**src/rtl/lpw_pkg.sv**
```systemverilog
package lpw_pkg;

    typedef enum logic [1:0] {
        ST_RUN    = 2'd0,
        ST_IDLE   = 2'd1,
        ST_PDOWN  = 2'd2,
        ST_SETTLE = 2'd3
    } lpw_state_e;

    localparam int unsigned PIN_INT0 = 0;
    localparam int unsigned PIN_INT1 = 1;
    localparam int unsigned PIN_RX   = 2;
    localparam int unsigned NUM_PINS = 3;

    typedef struct packed {
        logic line1;
        logic line0;
    } stretch_t;

endpackage

```
**src/rtl/lpw_edge_sync.sv**
```systemverilog
module lpw_edge_sync #(
    parameter int unsigned WIDTH  = 3,
    parameter int unsigned STAGES = 2
) (
    input  logic             clk,
    input  logic             rst_n,
    input  logic [WIDTH-1:0] pin_raw,
    output logic [WIDTH-1:0] level,
    output logic [WIDTH-1:0] fall
);
    localparam int unsigned LAST = STAGES - 1;

    for (genvar g = 0; g < WIDTH; g++) begin : g_pin
        logic [STAGES-1:0] chain_q;
        logic              prev_q;

        always_ff @(posedge clk or negedge rst_n) begin
            if (!rst_n) begin
                chain_q <= '1;
                prev_q  <= 1'b1;
            end else begin
                chain_q <= {chain_q[STAGES-2:0], pin_raw[g]};
                prev_q  <= chain_q[LAST];
            end
        end

        assign level[g] = chain_q[LAST];
        assign fall[g]  = prev_q & ~chain_q[LAST];
    end

endmodule

```
**src/rtl/lpw_wake_qual.sv**
```systemverilog
module lpw_wake_qual
    import lpw_pkg::*;
(
    input  logic [NUM_PINS-1:0] fall,
    input  logic                en_int0,
    input  logic                en_int1,
    input  logic                en_rx,
    output logic                wake_line0,
    output logic                wake_line1,
    output logic                wake_any
);
    logic rx_ok;

    always_comb begin
        rx_ok      = fall[PIN_RX] & en_int1 & en_rx;
        wake_line0 = fall[PIN_INT0] & en_int0;
        wake_line1 = (fall[PIN_INT1] & en_int1) | rx_ok;
        wake_any   = wake_line0 | wake_line1;
    end

endmodule

```
**src/rtl/lpw_settle_timer.sv**
```systemverilog
module lpw_settle_timer #(
    parameter int unsigned CYCLES = 1024
) (
    input  logic clk,
    input  logic rst_n,
    input  logic start,
    input  logic active,
    output logic done
);
    localparam int unsigned CW   = (CYCLES > 1) ? $clog2(CYCLES) : 1;
    localparam logic [CW-1:0] LIMIT = CW'(CYCLES - 1);

    logic [CW-1:0] cnt_q;

    always_ff @(posedge clk or negedge rst_n) begin
        if (!rst_n) begin
            cnt_q <= '0;
        end else if (start) begin
            cnt_q <= '0;
        end else if (active && !done) begin
            cnt_q <= cnt_q + 1'b1;
        end
    end

    assign done = active && (cnt_q == LIMIT);

endmodule

```
**src/rtl/lpw_pin_mux.sv**
```systemverilog
module lpw_pin_mux
    import lpw_pkg::*;
(
    input  lpw_state_e state,
    input  logic       ext_prog,
    input  logic       core_ale,
    input  logic       core_psen_n,
    output logic       ale,
    output logic       psen_n,
    output logic       p0_float,
    output logic       p2_addr_sel
);
    always_comb begin
        unique case (state)
            ST_RUN: begin
                ale         = core_ale;
                psen_n      = core_psen_n;
                p0_float    = 1'b0;
                p2_addr_sel = ext_prog;
            end
            ST_IDLE: begin
                ale         = 1'b1;
                psen_n      = 1'b1;
                p0_float    = ext_prog;
                p2_addr_sel = ext_prog;
            end
            ST_PDOWN, ST_SETTLE: begin
                ale         = 1'b0;
                psen_n      = 1'b0;
                p0_float    = ext_prog;
                p2_addr_sel = 1'b0;
            end
            default: begin
                ale         = core_ale;
                psen_n      = core_psen_n;
                p0_float    = 1'b0;
                p2_addr_sel = ext_prog;
            end
        endcase
    end

endmodule

```
**src/rtl/lpm_wake_ctrl.sv**
```systemverilog
module lpm_wake_ctrl
    import lpw_pkg::*;
#(
    parameter int unsigned SETTLE_CYCLES = 1024,
    parameter int unsigned SYNC_STAGES   = 2
) (
    input  logic clk,
    input  logic rst_n,
    input  logic req_idle,
    input  logic req_pdown,
    input  logic en_int0,
    input  logic en_int1,
    input  logic en_rx,
    input  logic ext_prog,
    input  logic core_ale,
    input  logic core_psen_n,
    input  logic int0_pin_n,
    input  logic int1_pin_n,
    input  logic rx_pin,
    output logic osc_en,
    output logic cpu_clk_en,
    output logic int0_n_out,
    output logic int1_n_out,
    output logic ale,
    output logic psen_n,
    output logic p0_float,
    output logic p2_addr_sel
);
    lpw_state_e          state_q, state_d;
    stretch_t            hold_q, hold_d;
    logic [NUM_PINS-1:0] pin_raw, pin_lvl, pin_fall;
    logic                wake_line0, wake_line1, wake_any;
    logic                tmr_start, tmr_done;

    always_comb begin
        pin_raw           = '1;
        pin_raw[PIN_INT0] = int0_pin_n;
        pin_raw[PIN_INT1] = int1_pin_n;
        pin_raw[PIN_RX]   = rx_pin;
    end

    lpw_edge_sync #(.WIDTH(NUM_PINS), .STAGES(SYNC_STAGES)) u_sync (
        .clk     (clk),
        .rst_n   (rst_n),
        .pin_raw (pin_raw),
        .level   (pin_lvl),
        .fall    (pin_fall)
    );

    lpw_wake_qual u_qual (
        .fall       (pin_fall),
        .en_int0    (en_int0),
        .en_int1    (en_int1),
        .en_rx      (en_rx),
        .wake_line0 (wake_line0),
        .wake_line1 (wake_line1),
        .wake_any   (wake_any)
    );

    lpw_settle_timer #(.CYCLES(SETTLE_CYCLES)) u_tmr (
        .clk    (clk),
        .rst_n  (rst_n),
        .start  (tmr_start),
        .active (state_q == ST_SETTLE),
        .done   (tmr_done)
    );

    // next state and held interrupt source
    always_comb begin
        state_d   = state_q;
        hold_d    = hold_q;
        tmr_start = 1'b0;
        unique case (state_q)
            ST_RUN: begin
                if (!wake_any) begin
                    if (req_pdown)     state_d = ST_PDOWN;
                    else if (req_idle) state_d = ST_IDLE;
                end
            end
            ST_IDLE: begin
                if (wake_any) state_d = ST_RUN;
            end
            ST_PDOWN: begin
                if (wake_any) begin
                    state_d      = ST_SETTLE;
                    tmr_start    = 1'b1;
                    hold_d.line0 = wake_line0;
                    hold_d.line1 = wake_line1;
                end
            end
            ST_SETTLE: begin
                if (tmr_done) begin
                    state_d = ST_RUN;
                    hold_d  = '0;
                end
            end
            default: state_d = ST_RUN;
        endcase
    end

    // state register
    always_ff @(posedge clk or negedge rst_n) begin
        if (!rst_n) begin
            state_q <= ST_RUN;
            hold_q  <= '0;
        end else begin
            state_q <= state_d;
            hold_q  <= hold_d;
        end
    end

    // outputs
    always_comb begin
        unique case (state_q)
            ST_RUN:    begin osc_en = 1'b1; cpu_clk_en = 1'b1; end
            ST_IDLE:   begin osc_en = 1'b1; cpu_clk_en = 1'b0; end
            ST_PDOWN:  begin osc_en = 1'b0; cpu_clk_en = 1'b0; end
            ST_SETTLE: begin osc_en = 1'b1; cpu_clk_en = 1'b0; end
            default:   begin osc_en = 1'b1; cpu_clk_en = 1'b1; end
        endcase
        int0_n_out = pin_lvl[PIN_INT0] & ~hold_q.line0;
        int1_n_out = pin_lvl[PIN_INT1] & ~hold_q.line1;
    end

    lpw_pin_mux u_pins (
        .state       (state_q),
        .ext_prog    (ext_prog),
        .core_ale    (core_ale),
        .core_psen_n (core_psen_n),
        .ale         (ale),
        .psen_n      (psen_n),
        .p0_float    (p0_float),
        .p2_addr_sel (p2_addr_sel)
    );

endmodule

```
**config.mk**
```make
export PLATFORM = sky130hd
export DESIGN_NAME = lpm_wake_ctrl
export DESIGN_NICKNAME = d
export VERILOG_FILES = /design/src/rtl/lpw_pkg.sv /design/src/rtl/lpw_edge_sync.sv /design/src/rtl/lpw_wake_qual.sv /design/src/rtl/lpw_settle_timer.sv /design/src/rtl/lpw_pin_mux.sv /design/src/rtl/lpm_wake_ctrl.sv
export SDC_FILE = /design/constraint.sdc
export NUM_CORES = 1
export LEC_CHECK = 0
export BUFFER_PORTS_ARGS = -buffer_cell sky130_fd_sc_hd__buf_2
export CORE_MARGIN = 4
export CORE_UTILIZATION = 57
export CTS_BUF_LIST = sky130_fd_sc_hd__clkbuf_2 sky130_fd_sc_hd__clkbuf_4 sky130_fd_sc_hd__clkbuf_8
export CTS_CLUSTER_SIZE = 25
export DETAILED_ROUTE_END_ITERATION = 7
export PLACE_DENSITY = 0.79
export SLEW_MARGIN = 40
export SYNTH_ARGS = -nofsm -noshare
export SYNTH_HDL_FRONTEND = slang
export SYNTH_HIERARCHICAL = 1
export SYNTH_SLANG_ARGS = --single-unit
```
**constraint.sdc**
```tcl
create_clock -name clk -period 2.4 [get_ports clk]
set_input_delay 0.24 -clock clk [delete_from_list [all_inputs] [get_ports clk]]
set_output_delay 0.24 -clock clk [all_outputs]
set_load 0.02 [all_outputs]
```
### Yosys cells after proc, flatten, opt, wreduce, memory -nomap -nowiden

Index checks and enable logic that the tools add are counted.

* register bits: 23
* bits of input ports: 13
* output and inout port bits: 8
* logic and storage cells: 67

* $add $sub $neg: 1
* equality and inequality tests: 9
* multiplexer cells: 19
* bitwise operators: 16
* reductions and logical operators: 12

Operators by type and width (number)
* 2-to-1 mux 10 bit: 2
* 2-to-1 mux 2 bit: 7
* adder 10 x 1 -> 10 bit (second input constant): 1
* == test 10 bit (second input constant): 1
* bitwise AND 1 bit: 9
* inequality test 2 bit (second input constant): 4
* case mux 1 bit (2 select lines): 4
* case mux 2 bit (4 select lines): 1
* case mux 1 bit (3 select lines): 2
* OR reduction 3 bit: 2
* NOT 1 bit: 5
* AND reduction 5 bit: 1
* == test 2 bit (second input constant): 2
* case mux 2 bit (2 select lines): 1
* nonzero test 2 bit: 2
* OR reduction 2 bit: 2
* inequality test 3 bit (second input constant): 1
* AND reduction 3 bit: 1
* == test 2 x 1 -> 1 bit (second input constant): 1
* logical AND 1 bit: 2
* logical NOT 2 bit: 1
* 2-to-1 mux 1 bit: 2
* bitwise OR 1 bit: 2
* logical NOT 1 bit: 1

### Longest topological paths before layout

* depth after elaboration: 9
* gate-level depth with buffers: 8
* gate-level depth less buffers: 7

### Cells and area by module

The synthesis kept the hierarchy.

By module, submodules not included
* lpw_settle_timer: instances 1, cells each 56, area an instance 554.3 um^2, sequential area each 250.2 um^2
* lpw_edge_sync: instances 1, cells each 15, area an instance 300.3 um^2, sequential area each 236.5 um^2
* lpm_wake_ctrl: instances 1, cells each 27, area an instance 246.5 um^2, sequential area each 100.1 um^2
* lpw_pin_mux: instances 1, cells each 4, area an instance 33.8 um^2, sequential area each 0.0 um^2
* lpw_wake_qual: instances 1, cells each 5, area an instance 28.8 um^2, sequential area each 0.0 um^2

### Worst setup path after synthesis

OpenSTA, ideal clock, no wires.

* path type: register -> register
* start: register state_q[1]
* end: register state_q[1]
* library setup time: 121 ps
* arrival time: 1571 ps
* data required time: 2279 ps
* slack: 708 ps
* stages on the path, launching flop included: 8
* path buffers: 1
* period minus slack after synthesis: 1692 ps
* cell sequence: dfrtp_1 -> buf_2 -> and2_2 -> nand3_1 -> or2_1 -> nor3_1 -> nand2_1 -> a22o_1

* longest elaborated chain between the ends: 4
* elaborated cells on any way between the ends: 12
* those cells by class: eq/ne: 8; mux: 1; reduce/logical: 3

Ends and longest elaborated chain
* from (decl): line lpm_wake_ctrl.sv:29 `lpw_state_e state_q, state_d;`
* from (signal assigned): line lpm_wake_ctrl.sv:107 `state_q <= state_d;`
* == test 2 bit: line lpm_wake_ctrl.sv:64 `.active (state_q == ST_SETTLE),`
* logical AND 1 bit: line lpw_settle_timer.sv:25 `assign done = active && (cnt_q == LIMIT);`
* named net tmr_done: line lpm_wake_ctrl.sv:33 `logic tmr_start, tmr_done;`
* inequality test 2 bit (no source line)
* AND reduction 5 bit (no source line)

The timed path passes the listed nets, and every way through them passes these cells.
A chain may end at the register's enable or synchronous reset.

### Final worst setup path

Same ends and word-level chain as after synthesis.

==> results_dict.tcl <==
set metrics [dict create \
    status "finished, final reports clean" \
    first_global_vias 739 \
    n_antenna_cell 0 \
    clock-root-buffer "clkbuf_4" \
    fp.dieH_um 53.04 \
    placed_area_um2 1255 \
    antenna_found_initial 0 \
    area_growth_pct 14.61 \
    skew_ps 6.114 \
    chipWidth_um 53.04 \
    fmax_ghz 0.5180 \
    cellPowerDensity_nw_per_um2 974.9 \
    layout-drive-gt1-share 0.3643 \
    max_cap_violations 0 \
    routedWlPerCell_um 13.81 \
    clock-sinks 23 \
    synthesis.area_um2 1156 \
    start_util 0.5954 \
    leakage_nw 0.5915 \
    ys_warn_count 6 \
    crit_chain "and2_2 -> nand3_1 -> or2_1 -> nor3_1 -> nand2_1 -> a22o_1" \
    fin_nets 144 \
    routabilityCongestion 0.8264 \
    cp_slowest_stage_delay_ps 610 \
    drt-initial-drc-count 12 \
    cts_resized 0 \
    drtPass1Iterations 4 \
    p_int_mw 0.7648 \
    finalSetupViolations 0 \
    finalWirelength_um 2154 \
    drc 0 \
    fill_cells 156 \
    portBuffers 20 \
    fin_ws_ps 469.3 \
    grtUsageTotal 0.1635 \
    placed_cells 148 \
    clkLatencyLatePin_ps 310 \
    min_path_type "in2reg" \
    cts_tree "done" \
    hold_viol_final 0 \
    crit_path_start "state_q[1]" \
    fin_cells 156 \
    critPathTopFamily "simple AND/OR/NAND/NOR gates" \
    final_cell_area_um2 1325 \
    rsz0062_at_grt "false" \
    required_ps 2610 \
    worstMarginPinSlew_ps 502.1 \
    clock_power_share 0.143 \
    numCtsBuffers 3 \
    worst_slew_margin_rel 0.6653 \
    hpwl_um 1573 \
    ir_drop_v 0.0006344 \
    cts_buffer_depth 2 \
    pre_cts_ws_ps 497.4 \
    cts-htree-levels 1 \
    fin_setup_tns_ps 0 \
    worstReg2RegEnd "state_q[1]" \
    ant_nets 0 \
    via_per_inst 5.481 \
    dieArea_um2 2813 \
    routed-via-count 855 \
    endpoint_kind "flip-flop" \
    report.final.slew_viol_count 0 \
    grt_max_degree 24 \
    regToRegStartpoint "state_q[1]" \
    cp-start-kind "flip-flop" \
    core_area_um2 1942 \
    grt_pass1_wl_um 3222 \
    setup.worst_path.end "state_q[1]" \
    period_share 0.8044 \
    clkTransAtPathRegs_ps 130 \
    path_class "reg2reg" \
    grt_overflow 0 \
    pwr-share-seq 0.516 \
    slowest_stage "dfrtp_1" \
    cp.buffers_inverters 0 \
    rows 16 \
    switching_share 0.4079 \
    power.share.combinational 0.341 \
    reg2reg_slack_ps 470 \
    fin_crit_ps 1931 \
    cp_max_fo 14 \
    syn_area_per_cell_um2 10.91 \
    crit_arrival_ps 2140 \
    ios 21 \
    r2r_cells 6 \
    p_sw_mw 0.5269 \
    path_depth 6 \
    postSynthCellCount 106 \
    synth_nets 120 \
]
-- layout by cell type, fill, tap and decap left out, types with 2 or more instances in the layout --
cell           count
nor2b_1            5
dfstp_2            9
o21ba_1            2
buf_2             20
nor3_1             4
inv_1              3
dlygate4sd3_1      4
nor2_1            14
o2bb2ai_1          2
xor2_1             3
clkbuf_4           3
dfrtp_1           14
nand3_1            3
a31oi_1            3
mux2i_1            2
o21ai_0            2
nor2b_4            3
a21oi_1            4
nand2_1            6
-- area by class of cell --
cell class	count	area [um2]	area share
well taps	27	33.78	0.02550
clock buffers	3	22.52	0.01700
repair buffers	24	140.1	0.1058
inverters	4	15.01	0.01133
multi-input cells	74	519.2	0.3919
clock inverters	1	7.507	0.005666
flip-flops and latches	23	586.8	0.4429
-- power by group through the flow --
stage	combinational, mW	sequential (mW)	clock, mW
2_1_floorplan	0.375	0.618	0
3_3_place_gp	0.413	0.660	0
3_5_place_dp	0.432	0.673	0
4_1_cts	0.441	0.663	0.193
5_1_grt	0.488	0.680	0.209
6_report	0.441	0.667	0.184
-- how the worst min path moves through the flow --
| stage | from | end | slack (ps) | cells past startpoint |
|---|---|---|---|---|
| floorplan | rst_n | hold_q[0] | -60 | 0 |
| global placement | rst_n | u_tmr/cnt_q[3] | 230 | 1 |
| detailed placement | rst_n | u_tmr/cnt_q[3] | 240 | 1 |
| CTS | req_pdown | state_q[1] | 170 | 2 |
| global route | req_pdown | state_q[1] | 170 | 2 |
| finish | req_pdown | state_q[1] | 180 | 2 |
-- per-layer routing --
layer | global-route usage | part of all wire | vias to the layer above
li1 | - | - | 417
met1 | 0.1949 | 0.45 | 401
met2 | 0.2645 | 0.48 | 31
met3 | 0.04507 | 0.052 | 6
met4 | 0.08936 | 0.018 | 0
met5 | 0 | 0 | -
-- sequential cells by signal (all words and copies together) (netlist names) --
register / count
hold_q: 2
state_q: 2
u_sync/g_pin.chain_q: 6
u_sync/g_pin.prev_q: 3
u_tmr/cnt_q: 10
-- per-stage QoR --
step           power (mW)    util  hold WS [ps]
3_5_place_dp        1.104  0.6463         235.8
3_3_place_gp        1.073  0.6463         231.2
4_1_cts             1.296  0.6823         168.3
2_1_floorplan      0.9926       -        -55.59
5_1_grt             1.377  0.6823         169.5
6_report            1.292  0.6823         177.3
-- what timing repair did --
| action | in CTS | in global routing |
|---|---|---|
| hold buffers | 4 | 0 |
| buffers inserted | 0 | 0 |
| endpoints found under the setup margin | 0 | 0 |
| endpoints found under the hold margin | 17 | 0 |
(Power assumes the default switching activity.)
